File: src/rtl/s100_cmd_pkg.sv
package s100_cmd_pkg;

  localparam logic [3:0] ST_IO      = 4'b0010;
  localparam logic [3:0] ST_NMI_ACK = 4'b0101;
  localparam logic [3:0] ST_NVI_ACK = 4'b0110;
  localparam logic [3:0] ST_VI_ACK  = 4'b0111;
  localparam logic [3:0] ST_DATA    = 4'b1000;
  localparam logic [3:0] ST_STACK   = 4'b1001;
  localparam logic [3:0] ST_PROG    = 4'b1100;
  localparam logic [3:0] ST_FETCH   = 4'b1101;

  typedef struct packed {
    logic io;
    logic mem;
    logic fetch;
    logic ack;
  } cyc_class_t;

  typedef struct packed {
    logic s_out;
    logic s_inp;
    logic s_memr;
    logic s_mwrt;
    logic s_m1;
    logic s_inta;
  } bus_status_t;

endpackage

File: src/rtl/s100_cycle_classify.sv
module s100_cycle_classify
  import s100_cmd_pkg::*;
#(
  parameter bit ACK_VI  = 1'b1,
  parameter bit ACK_NMI = 1'b1,
  parameter bit ACK_NVI = 1'b0
) (
  input  logic [3:0]  st_code,
  output cyc_class_t  cls
);

  always_comb begin
    cls = '0;
    unique case (st_code)
      ST_IO:      cls.io    = 1'b1;
      ST_DATA,
      ST_STACK,
      ST_PROG:    cls.mem   = 1'b1;
      ST_FETCH: begin
        cls.mem   = 1'b1;
        cls.fetch = 1'b1;
      end
      ST_VI_ACK:  cls.ack   = ACK_VI;
      ST_NMI_ACK: cls.ack   = ACK_NMI;
      ST_NVI_ACK: cls.ack   = ACK_NVI;
      default:    cls       = '0;
    endcase
  end

endmodule

File: src/rtl/s100_strobe_gen.sv
module s100_strobe_gen
  import s100_cmd_pkg::*;
#(
  parameter bit MWRT_STROBED = 1'b0
) (
  input  cyc_class_t  cls,
  input  logic        rd_wr_n,
  input  logic        ds_n,
  output bus_status_t stat,
  output logic        wr_n,
  output logic        dbin
);

  logic ds_act;
  logic mwrt_q;

  assign ds_act = ~ds_n;

  generate
    if (MWRT_STROBED) begin : g_mwrt_strobed
      assign mwrt_q = cls.mem & ~rd_wr_n & ds_act;
    end else begin : g_mwrt_cycle
      assign mwrt_q = cls.mem & ~rd_wr_n;
    end
  endgenerate

  always_comb begin
    stat.s_out  = cls.io & ~rd_wr_n;
    stat.s_inp  = cls.io & rd_wr_n;
    stat.s_memr = cls.mem & rd_wr_n;
    stat.s_mwrt = mwrt_q;
    stat.s_m1   = cls.fetch;
    stat.s_inta = cls.ack;
    wr_n        = ~(ds_act & ~rd_wr_n);
    dbin        = ds_act & rd_wr_n;
  end

endmodule

File: src/rtl/s100_ack_path.sv
module s100_ack_path #(
  parameter int DATA_W    = 16,
  parameter int ADDR_W    = 16,
  parameter int VEC_W     = 8,
  parameter bit ADDR_FILL = 1'b0
) (
  input  logic              inta,
  input  logic              dbin,
  input  logic [VEC_W-1:0]  vec_in,
  input  logic [ADDR_W-1:0] cpu_addr,
  input  logic [DATA_W-1:0] bus_data,
  output logic [ADDR_W-1:0] bus_addr,
  output logic [DATA_W-1:0] cpu_data
);

  localparam int UP_W  = DATA_W - VEC_W;
  localparam int AHI_W = ADDR_W - VEC_W;

  logic [ADDR_W-1:0] vec_addr;
  logic              vec_sel;

  assign vec_addr = {{AHI_W{ADDR_FILL}}, vec_in};
  assign vec_sel  = inta & dbin;

  always_comb begin
    bus_addr = vec_sel ? vec_addr : cpu_addr;
    cpu_data = bus_data;
    if (inta) cpu_data[DATA_W-1 -: UP_W] = {UP_W{1'b1}};
  end

endmodule

File: src/rtl/s100_cmd_decoder.sv
module s100_cmd_decoder
  import s100_cmd_pkg::*;
#(
  parameter int DATA_W       = 16,
  parameter int ADDR_W       = 16,
  parameter int VEC_W        = 8,
  parameter bit MWRT_STROBED = 1'b0,
  parameter bit ACK_VI       = 1'b1,
  parameter bit ACK_NMI      = 1'b1,
  parameter bit ACK_NVI      = 1'b0,
  parameter bit ADDR_FILL    = 1'b0
) (
  input  logic [3:0]        st_code,
  input  logic              rd_wr_n,
  input  logic              cpu_byte_nword,
  input  logic              ds_n,
  input  logic              hold_req_n,
  input  logic              busack_n,
  input  logic [VEC_W-1:0]  vec_in,
  input  logic [ADDR_W-1:0] cpu_addr,
  input  logic [DATA_W-1:0] bus_data,
  output logic              s_out,
  output logic              s_inp,
  output logic              s_memr,
  output logic              s_mwrt,
  output logic              s_m1,
  output logic              s_inta,
  output logic              xfer16_n,
  output logic              wr_n,
  output logic              dbin,
  output logic              busrq_n,
  output logic              hold_ack,
  output logic [ADDR_W-1:0] bus_addr,
  output logic [DATA_W-1:0] cpu_data
);

  cyc_class_t  cls;
  bus_status_t stat;

  s100_cycle_classify #(
    .ACK_VI (ACK_VI),
    .ACK_NMI(ACK_NMI),
    .ACK_NVI(ACK_NVI)
  ) u_classify (
    .st_code(st_code),
    .cls    (cls)
  );

  s100_strobe_gen #(
    .MWRT_STROBED(MWRT_STROBED)
  ) u_strobe (
    .cls    (cls),
    .rd_wr_n(rd_wr_n),
    .ds_n   (ds_n),
    .stat   (stat),
    .wr_n   (wr_n),
    .dbin   (dbin)
  );

  s100_ack_path #(
    .DATA_W   (DATA_W),
    .ADDR_W   (ADDR_W),
    .VEC_W    (VEC_W),
    .ADDR_FILL(ADDR_FILL)
  ) u_ack (
    .inta    (stat.s_inta),
    .dbin    (dbin),
    .vec_in  (vec_in),
    .cpu_addr(cpu_addr),
    .bus_data(bus_data),
    .bus_addr(bus_addr),
    .cpu_data(cpu_data)
  );

  assign s_out    = stat.s_out;
  assign s_inp    = stat.s_inp;
  assign s_memr   = stat.s_memr;
  assign s_mwrt   = stat.s_mwrt;
  assign s_m1     = stat.s_m1;
  assign s_inta   = stat.s_inta;
  assign xfer16_n = cpu_byte_nword;
  assign busrq_n  = hold_req_n;
  assign hold_ack = ~busack_n;

endmodule

File: config.mk
export PLATFORM = sky130hd
export DESIGN_NAME = s100_cmd_decoder
export DESIGN_NICKNAME = d
export VERILOG_FILES = /design/src/rtl/s100_cmd_pkg.sv /design/src/rtl/s100_cycle_classify.sv /design/src/rtl/s100_strobe_gen.sv /design/src/rtl/s100_ack_path.sv /design/src/rtl/s100_cmd_decoder.sv
export SDC_FILE = /design/constraint.sdc
export NUM_CORES = 1
export LEC_CHECK = 0
export CAP_MARGIN = 10
export CELL_PAD_IN_SITES_DETAIL_PLACEMENT = 1
export CELL_PAD_IN_SITES_GLOBAL_PLACEMENT = 2
export CORE_MARGIN = 1.5
export CORE_UTILIZATION = 27
export DETAILED_ROUTE_END_ITERATION = 8
export DONT_BUFFER_PORTS = 1
export PLACE_DENSITY_LB_ADDON = 0.1
export SLEW_MARGIN = 20
export SYNTH_ARGS = -nofsm -noshare
export SYNTH_HDL_FRONTEND = slang
export SYNTH_HIERARCHICAL = 1
export SYNTH_SLANG_ARGS = --single-unit
File: constraint.sdc
create_clock -name vclk -period 2.72
set_input_delay 0.408 -clock vclk [all_inputs]
set_output_delay 0.408 -clock vclk [all_outputs]
set_load 0.005 [all_outputs]
======== Yosys cells after proc, flatten, opt, wreduce, memory -nomap -nowiden ========
Index checks and enable logic that the tools add are counted.
cells by class
  eq/ne operators ......................... 7
  multiplexer cells ....................... 6
  bitwise gates (word level) .............. 11
  reductions and logical operators ........ 2
operators with widths
  kind                                                             number
  4-bit == test, second input constant                             4
  16-bit two-way mux                                               1
  4-bit by 3-bit == test with 1-bit output, second input constant  2
  8-bit two-way mux                                                1
  1-bit AND                                                        7
  4-bit by 2-bit == test with 1-bit output, second input constant  1
  1-bit two-way mux                                                4
  1-bit NOT                                                        4
  4-bit OR reduction                                               1
  2-bit OR reduction                                               1
storage, ports and cells
  register bits after elaboration ......... 0
  logic and storage cells ................. 26

======== Longest topological paths before layout ========
  word-level depth ........................ 5
  depth in mapped cells ................... 5
  gate-level depth less buffers ........... 3

======== By module ========
Netlist, hierarchy kept.
modules (own cells, without submodules)
  module               times used  cells each  area each (um2)  sequential area each (um2)
  s100_ack_path        1           34          290.3            0.0
  s100_strobe_gen      1           9           60.1             0.0
  s100_cycle_classify  1           4           42.5             0.0
  s100_cmd_decoder     1           3           18.8             0.0

======== Worst setup path after synthesis ========
Ideal clock, no wire load.
  path kind ............................... in2out
  from .................................... input port st_code[3]
  to ...................................... output port bus_addr[6]
  arrival time ............................ 1.261 ns
  required time ........................... 2.312 ns
  setup slack ............................. 1.051 ns
  cell stages on the path ................. 5
  cell sequence ........................... and3b_2 > buf_4 > nand2_4 > buf_6 > mux2_4
on the way
  word-level cells in the longest chain between the ends .. 5
RTL lines
  element                                   line                       source
  start, declared                           s100_cmd_decoder.sv:13     input logic [3:0] st_code,
  4-bit by 3-bit == test with 1-bit output  s100_cycle_classify.sv:14  unique case (st_code)
  2-bit OR reduction (no line) *            --
  1-bit two-way mux *                       s100_cycle_classify.sv:14
  net s_inta                                s100_cmd_decoder.sv:27     output logic s_inta,
  1-bit AND *                               s100_ack_path.sv:23        assign vec_sel = inta & dbin;
  16-bit two-way mux *                      s100_ack_path.sv:26        bus_addr = vec_sel ? vec_addr : cpu_addr;
  end, declared                             s100_cmd_decoder.sv:33     output logic [ADDR_W-1:0] bus_addr,
Mark *: on every way through the listed nets, which the timed path passes. The rest lies on a longest branch.

======== Worst setup path after layout ========
  from .................................... input port st_code[0]
  to ...................................... output port bus_addr[4]
on the way
  word-level cells in the longest chain between the ends .. 5
RTL lines
  element                                   line
  4-bit by 3-bit == test with 1-bit output  s100_cycle_classify.sv:14
  2-bit OR reduction (no line) *            --
  1-bit two-way mux *                       s100_cycle_classify.sv:14
  1-bit AND *                               s100_ack_path.sv:23
  16-bit two-way mux *                      s100_ack_path.sv:26
Mark *: on every way between the ends. The rest lies on a longest branch, timed or not.

==> metrics.txt <==
first-pass GRT wire length 1590 µm; top-level port count 92; DR iter-0 viols 0; most frequent cells in the layout or2_2 (8), and2_2 (8), mux2_2 (6); area share of xor/xnor cells in the synthesized design 0; Max Cap Viol 0; syn nets 99; Die Span X 42.0 µm; peak fanout along the critical path 16; Seq/Total Area, Yosys 0; area of the multi-input gates 299 µm²; min-delay src bus_data[1]; post-CTS sizing 0; critical path required time 2310 ps; antenna violations before repair 0; crit end category output pin; fillers 170; layout cells sized above 1 0.778; NumNets Final 87; Mean Syn Cell Area 8.23 µm²; routability congestion estimate from global placement 0.697; Worst Hold Class in -> out; area grow syn2layout -21.9%; Setup CP Type in -> out; highest clock rate 612 MHz; clk_buf instances 0; mapped cell area 412 µm²; antenna-violating nets left 0; Synth cell types 14; yosys warns 6; die height 42.0 µm; register area 0 µm²; Compound-Gate Fraction of Synth Area 0; post-detail-place hpwl 1140 µm; largest net degree at the start of global routing 17; Starting Density 0.301; period utilisation layout 0.601; die area 1770 µm²; residual DRC count 0; number of port buffers 0; actual slew at the worst max-slew pin 339 ps; Setup TNS 0 ps; via count 297; Pleak 0.145 nW; number of sequential cells 0; Final Hold Viols 0; Final min period 1630 ps; Post-Synth Adder-Cell Area 0; drt total wl 1200 µm; Worst path max stage delay 380 ps; mux cell area share after synthesis 0.237; simple-gate area share of the yosys netlist 0.489; status finished clean; CORE AREA 1370 µm²; main combinational cell family by area after synthesis simple AND/OR/NAND/NOR gates; crit start category input port; peak supply drop 26.8 µV; Global Route Usage Sum 0.114; Setup Buffers After CTS 0; number of global-route vias before repair 290; Slew Viols, Final 0; Final setup viols 0; Cells after Synth 50; Vias/cell 5.82; Worst EP arrival 1230 ps; slew margin rel. 0.774; PnR Total Power 37.9 µW; antenna cells 0; Cell Rows 13; Slowest-stage cell, CP mux2_2; Critical Path Start st_code[0]; Crit path max-delay family simple AND/OR/NAND/NOR gates; WP buf/inv 0; PD cells 118 nW/µm²; RSZ-0062 raised after global routing false; # hold bufs at CTS 0; wire length per cell 23.6 µm; critical path cell sequence and3b_2 > nand2_4 > mux2_2; first-pass iteration count of the detailed router 1; GR Overflow Total 0
metal layers:
layer	part of all wire	global-route usage	up-vias
met1	0.22	0.0769	128
met4	0.0033	0.00625	0
met3	0.17	0.0474	2
met5	0	0	-
met2	0.61	0.272	45
li1	-	-	122
final cells by class:
| type | instances | share of cell area |
|---|---|---|
| inverter | 1 | 0.0117 |
| multi-input combinational | 35 | 0.930 |
| tap | 15 | 0.0584 |
worst paths after layout:
check | end | cells after the start
worst max-delay path | bus_addr[4] | 3
worst min-delay path | cpu_data[1] | 0
where the power goes:
group	switching [mW]	internal, mW	leakage [nW]
clock	0	0	0
combinational	0.0173	0.0206	0.145
sequential	0	0	0
cell usage after synthesis:
cell | n | area, µm²
inv_1 | 1 | 3.75
or2_2 | 8 | 50.1
buf_6 | 1 | 11.3
and3b_2 | 1 | 10.0
mux2_4 | 2 | 30.0
nand2_4 | 1 | 11.3
nor4b_2 | 1 | 15.0
mux2_2 | 6 | 67.6
nor2b_1 | 4 | 25.0
and2_1 | 2 | 12.5
and2_2 | 8 | 60.1
or2_1 | 1 | 6.26
and4b_2 | 1 | 11.3
buf_4 | 13 | 97.6
cells by family (layout without fill, tap and decap cells):
logic type,Yosys count,in the layout
buffers and inverters,15,1
AND/OR/NAND/NOR,27,27
multiplexers,8,8
metrics by stage:
step / utilization / worst slack, ps / area [µm²] / hold WS (ps) / std cells
floorplan: - / 1050 / 412 / 843 / 50
global placement: 0.235 / 1090 / 322 / 816 / 51
detailed placement: 0.235 / 1070 / 322 / 816 / 51
CTS: 0.235 / 1070 / 322 / 816 / 51
global route: 0.235 / 1030 / 322 / 816 / 51
finish: 0.235 / 1090 / 322 / 816 / 51
No activity file was read; power rests on OpenSTA's default activity.
